<file path="src/rtl/baud_pkg.sv">
package baud_pkg;

  typedef enum logic {
    OSR_BY16 = 1'b0,
    OSR_BY8  = 1'b1
  } osr_sel_e;

  // Number of sample ticks that make up one bit time.
  function automatic int unsigned ticks_per_bit(input logic lo, input int unsigned frac_w);
    return lo ? (32'd1 << (frac_w - 1)) : (32'd1 << frac_w);
  endfunction

endpackage

</file>
<file path="src/rtl/baud_div_ctrl.sv">
module baud_div_ctrl #(
  parameter int MANT_W = 12,
  parameter int FRAC_W = 4
) (
  input  logic                     clk,
  input  logic                     rst_n,
  input  logic                     enable,
  input  logic                     over8,
  input  logic [MANT_W+FRAC_W-1:0] divisor,
  output logic                     restart,
  output logic                     run,
  output logic                     mode_lo,
  output logic [MANT_W-1:0]        mant,
  output logic [FRAC_W-1:0]        frac
);
  localparam int DIV_W = MANT_W + FRAC_W;
  localparam logic [FRAC_W-1:0] LO_MASK = {1'b0, {(FRAC_W-1){1'b1}}};

  logic [DIV_W-1:0]  div_q;
  logic              mode_q;
  logic              en_q;
  logic [FRAC_W-1:0] frac_raw;

  always_ff @(posedge clk or negedge rst_n) begin
    if (!rst_n) begin
      div_q  <= '0;
      mode_q <= baud_pkg::OSR_BY16;
      en_q   <= 1'b0;
    end else begin
      div_q  <= divisor;
      mode_q <= over8;
      en_q   <= enable;
    end
  end

  // Any new setting, or a fresh enable, clears the timing chain.
  assign restart  = !enable || !en_q || (divisor != div_q) || (over8 != mode_q);
  assign mant     = div_q[DIV_W-1:FRAC_W];
  assign frac_raw = div_q[FRAC_W-1:0];
  assign mode_lo  = mode_q;
  assign run      = en_q && (mant != '0);

  // In by-8 mode the top fraction bit is dropped.
  assign frac = (mode_q == baud_pkg::OSR_BY8) ? (frac_raw & LO_MASK) : frac_raw;

endmodule

</file>
<file path="src/rtl/baud_phase_timer.sv">
module baud_phase_timer #(
  parameter int MANT_W = 12,
  parameter int FRAC_W = 4
) (
  input  logic              clk,
  input  logic              rst_n,
  input  logic              restart,
  input  logic              run,
  input  logic              mode_lo,
  input  logic [MANT_W-1:0] mant,
  input  logic [FRAC_W-1:0] frac,
  output logic              period_end,
  output logic              frac_carry,
  output logic              sample_tick
);
  localparam int CNT_W = MANT_W + 1;

  // Adds the fraction to the phase accumulator; returns {carry, next phase}.
  function automatic logic [FRAC_W:0] frac_step(
    input logic [FRAC_W-1:0] acc_in,
    input logic [FRAC_W-1:0] add_in,
    input logic              lo
  );
    logic [FRAC_W:0] sum;
    sum = {1'b0, acc_in} + {1'b0, add_in};
    if (lo) return {sum[FRAC_W-1], 1'b0, sum[FRAC_W-2:0]};
    return sum;
  endfunction

  logic [CNT_W-1:0]  cnt_q;
  logic [CNT_W-1:0]  cnt_nxt;
  logic [CNT_W-1:0]  period_len;
  logic [FRAC_W-1:0] acc_q;
  logic [FRAC_W-1:0] acc_nxt;
  logic              tick_q;

  assign {frac_carry, acc_nxt} = frac_step(acc_q, frac, mode_lo);
  assign period_len = {1'b0, mant} + CNT_W'(frac_carry);
  assign cnt_nxt    = cnt_q + CNT_W'(1);
  assign period_end = run && !restart && (cnt_nxt == period_len);

  always_ff @(posedge clk or negedge rst_n) begin
    if (!rst_n) begin
      cnt_q  <= '0;
      acc_q  <= '0;
      tick_q <= 1'b0;
    end else if (restart) begin
      cnt_q  <= '0;
      acc_q  <= '0;
      tick_q <= 1'b0;
    end else if (run) begin
      tick_q <= period_end;
      if (period_end) begin
        cnt_q <= '0;
        acc_q <= acc_nxt;
      end else begin
        cnt_q <= cnt_nxt;
      end
    end else begin
      tick_q <= 1'b0;
    end
  end

  assign sample_tick = tick_q;

endmodule

</file>
<file path="src/rtl/baud_bit_counter.sv">
module baud_bit_counter #(
  parameter int FRAC_W = 4
) (
  input  logic clk,
  input  logic rst_n,
  input  logic restart,
  input  logic period_end,
  input  logic mode_lo,
  output logic bit_last,
  output logic bit_strobe
);
  logic [FRAC_W-1:0] bcnt_q;
  logic              strobe_q;

  assign bit_last = (bcnt_q == FRAC_W'(baud_pkg::ticks_per_bit(mode_lo, FRAC_W) - 1));

  always_ff @(posedge clk or negedge rst_n) begin
    if (!rst_n) begin
      bcnt_q   <= '0;
      strobe_q <= 1'b0;
    end else if (restart) begin
      bcnt_q   <= '0;
      strobe_q <= 1'b0;
    end else if (period_end) begin
      strobe_q <= bit_last;
      bcnt_q   <= bit_last ? '0 : bcnt_q + FRAC_W'(1);
    end else begin
      strobe_q <= 1'b0;
    end
  end

  assign bit_strobe = strobe_q;

endmodule

</file>
<file path="src/rtl/baud_frac_gen.sv">
module baud_frac_gen #(
  parameter int MANT_W = 12,
  parameter int FRAC_W = 4
) (
  input  logic                     clk,
  input  logic                     rst_n,
  input  logic                     enable,
  input  logic                     over8,
  input  logic [MANT_W+FRAC_W-1:0] divisor,
  output logic                     sample_tick,
  output logic                     bit_strobe
);
  logic              restart;
  logic              run;
  logic              mode_lo;
  logic [MANT_W-1:0] mant;
  logic [FRAC_W-1:0] frac;
  logic              period_end;
  logic              frac_carry;
  logic              bit_last;

  baud_div_ctrl #(.MANT_W(MANT_W), .FRAC_W(FRAC_W)) u_ctrl (
    .clk     (clk),
    .rst_n   (rst_n),
    .enable  (enable),
    .over8   (over8),
    .divisor (divisor),
    .restart (restart),
    .run     (run),
    .mode_lo (mode_lo),
    .mant    (mant),
    .frac    (frac)
  );

  baud_phase_timer #(.MANT_W(MANT_W), .FRAC_W(FRAC_W)) u_timer (
    .clk         (clk),
    .rst_n       (rst_n),
    .restart     (restart),
    .run         (run),
    .mode_lo     (mode_lo),
    .mant        (mant),
    .frac        (frac),
    .period_end  (period_end),
    .frac_carry  (frac_carry),
    .sample_tick (sample_tick)
  );

  baud_bit_counter #(.FRAC_W(FRAC_W)) u_bits (
    .clk        (clk),
    .rst_n      (rst_n),
    .restart    (restart),
    .period_end (period_end),
    .mode_lo    (mode_lo),
    .bit_last   (bit_last),
    .bit_strobe (bit_strobe)
  );

endmodule

</file>
<file path="config.mk">
export PLATFORM = sky130hd
export DESIGN_NAME = baud_frac_gen
export DESIGN_NICKNAME = d
export VERILOG_FILES = /design/src/rtl/baud_pkg.sv /design/src/rtl/baud_div_ctrl.sv /design/src/rtl/baud_phase_timer.sv /design/src/rtl/baud_bit_counter.sv /design/src/rtl/baud_frac_gen.sv
export SDC_FILE = /design/constraint.sdc
export NUM_CORES = 1
export LEC_CHECK = 0
export CAP_MARGIN = 10
export CORE_MARGIN = 8
export CORE_UTILIZATION = 53
export DETAILED_ROUTE_END_ITERATION = 10
export GPL_TIMING_DRIVEN = 0
export PLACE_DENSITY_LB_ADDON = 0.12
export SYNTH_ARGS = -nofsm -noshare
export SYNTH_HDL_FRONTEND = slang
export SYNTH_SLANG_ARGS = --single-unit
</file>
<file path="constraint.sdc">
create_clock -name clk -period 11.15 [get_ports clk]
set_clock_uncertainty 0.1 [all_clocks]
set_input_delay 3.345 -clock clk [delete_from_list [all_inputs] [get_ports clk]]
set_output_delay 3.345 -clock clk [all_outputs]
set_load 0.01 [all_outputs]
</file>
==> results.py <==
metrics = {
    "grt": {
        "antenna_found_initial": 0,
        "top_usage_layer": "met2",
        "grt_usage_pct": 15.4,
        "grtUsageMet1_pct": 18.8,
        "grt_pass1_vias": 1919,
        "grt_pass1_wl_mm": 8.97,
        "grt_use_met2_pct": 25.4,
        "use_met3_pct": 3.42,
        "grt_overflow": 0,
        "grt_max_degree": 24,
    },
    "final_layout": {
        "finalCoreUtilization_pct": 64.0,
        "fillCellCount": 384,
        "drive_gt1_share_pct": 6.32,
        "final_cell_mix": "41 x dfrtp_1, 31 x xnor2_1, 23 x xor2_1, 23 x nand2_1, 20 x clkdlybuf4s50_1",
        "multi_input_area_mm2": 0.00132,
        "final_common_cell": "dfrtp_1",
        "ff_latch_area_mm2": 0.00103,
        "nets": 314,
        "area.growth.synth_to_final_pct": 15.8,
        "insertedDiodeCount": 0,
    },
    "yosys": {
        "synth_cell_types": 38,
        "synth.avg_cell_area_um2": 9.47,
        "ys_async_sr_fraction_pct": 100,
        "synth-edff-count": 0,
        "synth-seq-area-share_pct": 42.3,
        "ys_ff_latch": 41,
        "yosysWarnings": 0,
        "synthCells": 256,
        "syn_area_mm2": 0.00242,
        "ys.flop_type": "dfrtp_1",
        "postSynthNetCount": 285,
    },
    "floorplan": {
        "rows": 24,
        "core_mm2": 0.00438,
        "initial_utilization_pct": 55.3,
        "pin_count": 22,
        "die_w_um": 83.6,
        "die_height_um": 83.6,
        "dieArea_mm2": 0.00699,
    },
    "sta": {
        "hold_viol_final": 0,
        "fmax_ghz": 0.166,
        "tns_ps": 0,
        "relSlewSlack_pct": 40.5,
        "post-route-min-period_ps": 6010,
        "timing.final.crit_share_pct": 53.9,
        "tightest_slew_ps": 885,
        "maxSlewViolCount": 0,
        "finalSetupViolCount": 0,
        "rsz0062_at_grt": "no",
    },
    "clocking": {
        "postCtsSetupBuffers": 0,
        "cts_tree": "yes",
        "clockBufferDepth": 2,
        "cts-htree-levels": 2,
        "clock_latency_ps": 300,
        "clk_pin_slew_ps": 70,
        "cts_buffers": 5,
        "hold_buffers": 0,
        "cts_resized": 0,
        "root_buffer": "clkbuf_8",
        "cts_sinks": 41,
    },
    "routing": {
        "drt_iter0_drc": 105,
        "wl_per_cell_um": 15.3,
        "routed_via_density": 5.58,
        "drt-total-wl_mm": 5.16,
        "vias": 1882,
        "route.detailed.drc": 0,
        "drt_first_pass_iters": 4,
        "ant_nets": 0,
    },
    "placement": {
        "port_buffers": 21,
        "dp_hpwl_mm": 3.92,
        "gp_congestion": 0.797,
    },
    "worst_setup_path": {
        "critPathTopFamily": "simple AND/OR/NAND/NOR gates",
        "critPathKind": "in -> reg",
        "slowest_delay_ps": 570,
        "required_ps": 11260,
        "endpoint_kind": "flop",
        "cp_max_fo": 10,
        "cp.arrival_ps": 6120,
        "path_buf_inv": 1,
        "cp-start-kind": "input pin",
        "path_cells": "clkdlybuf4s50_1 -> xor2_1 -> nor4_1 -> nand4_1 -> nor3_1 -> nand4_2 -> or4_1 -> a21oi_1",
        "crit_slowest_cell": "or4_1",
    },
    "power": {
        "power.density_mw_per_mm2": 102,
        "power_leakage_nw": 1.15,
        "power_mw": 0.286,
        "ir_drop_v": 0.0000573,
    },
    "status": {
        "status": "complete, no violations",
    },
    "run": {
        "cap_violations": 0,
    },
    "hold_path": {
        "min_path_type": "reg -> reg",
    },
}
## routing by layer
layer | share of wire [%] | routed length, µm
met1 | 46 | 2360
met2 | 50 | 2570
met3 | 2.9 | 150
met4 | 1.7 | 88
met5 | 0 | 0
## area by class of cell
class / count / area share (%)
clock buffer: 7 / 3.07
timing repair buffer: 22 / 8.29
tap: 52 / 2.32
sequential: 41 / 36.5
inverter: 9 / 1.20
multi-input combinational: 196 / 47.0
buffer: 10 / 1.56
## per-stage QoR
| step | setup WS, ps | hold WS [ps] | instance area, µm² | cells |
|---|---|---|---|---|
| global placement | 4860 | 411 | 2700 | 329 |
| finish | 5140 | 437 | 2810 | 337 |
| detailed placement | 4870 | 426 | 2720 | 330 |
| CTS | 5160 | 440 | 2810 | 337 |
| floorplan | 5860 | 393 | 2420 | 256 |
| global route | 4950 | 461 | 2810 | 337 |
## sequential cells by signal, indices dropped and copies added, names as in the netlist
register and count:
u_bits.bit_strobe 1, u_bits.bcnt_q 4, u_ctrl.en_q 1, u_timer.cnt_q 13, u_timer.sample_tick 1, u_timer.acc_q 4, u_ctrl.mode_lo 1, u_ctrl.div_q 16
## worst register-to-register path: cells and delay by family, from the launching register on
family,cells,cell delay (ps)
and+or+nand+nor,4,1520
AOI/OAI and AO/OA,5,1010
adders and majority gates,3,710
DFF,1,410
xor gates and xnor gates,2,260
## path summary, 6_finish.rpt
kind | start | end | slack (ps) | depth (start not counted)
max in group asynchronous | rst_n | u_timer.cnt_q[4] | 7580 | 2
setup / recovery | divisor[14] | u_bits.bcnt_q[3] | 5140 | 8
hold / removal | u_timer.acc_q[3] | u_timer.acc_q[3] | 440 | 2
setup reg to reg | u_ctrl.div_q[1] | u_bits.bcnt_q[3] | 7070 | 14
hold reg to reg | u_timer.acc_q[3] | u_timer.acc_q[3] | 440 | 2
min in group asynchronous | rst_n | u_timer.cnt_q[9] | 2900 | 1
## where the power goes
| group | switching (mW) | internal [mW] | leakage, nW |
|---|---|---|---|
| sequential | 0.00469 | 0.152 | 0.531 |
| combinational | 0.0146 | 0.0163 | 0.573 |
| clock | 0.0491 | 0.0491 | 0.0443 |
## cells in the mapped netlist, drive strengths merged, types with 2 or more instances
cell    count  area share [%]
buf         4            0.83
nor3        8             1.7
mux2i       2            0.83
and2        3            0.77
a211oi      2            0.83
o31ai       2            0.62
xnor2      32              12
or4         5             1.5
nand4       7             2.1
nor2b       4             1.0
a21oi      16             3.3
inv         9             1.4
and3        2            0.52
nor4        5             1.3
clkbuf      6            0.98
nor2       18             2.8
xor2       23             8.3
ha          8             4.1
nand2      23             3.6
or3         3            0.77
nand3      15             3.1
o21ai       7             1.4
dfrtp      41              42
## kinds of logic after synthesis
family	count (synthesis)	synth area share, %
flip-flops	41	42.3
AO/OA/AOI/OAI	32	7.69
buffers and inverters	19	3.20
AND/OR/NAND/NOR	97	20.3
adder cells (fa/ha/maj)	9	4.96
XOR/XNOR	55	20.2
multiplexers	3	1.29
(Power assumes the default switching activity.)
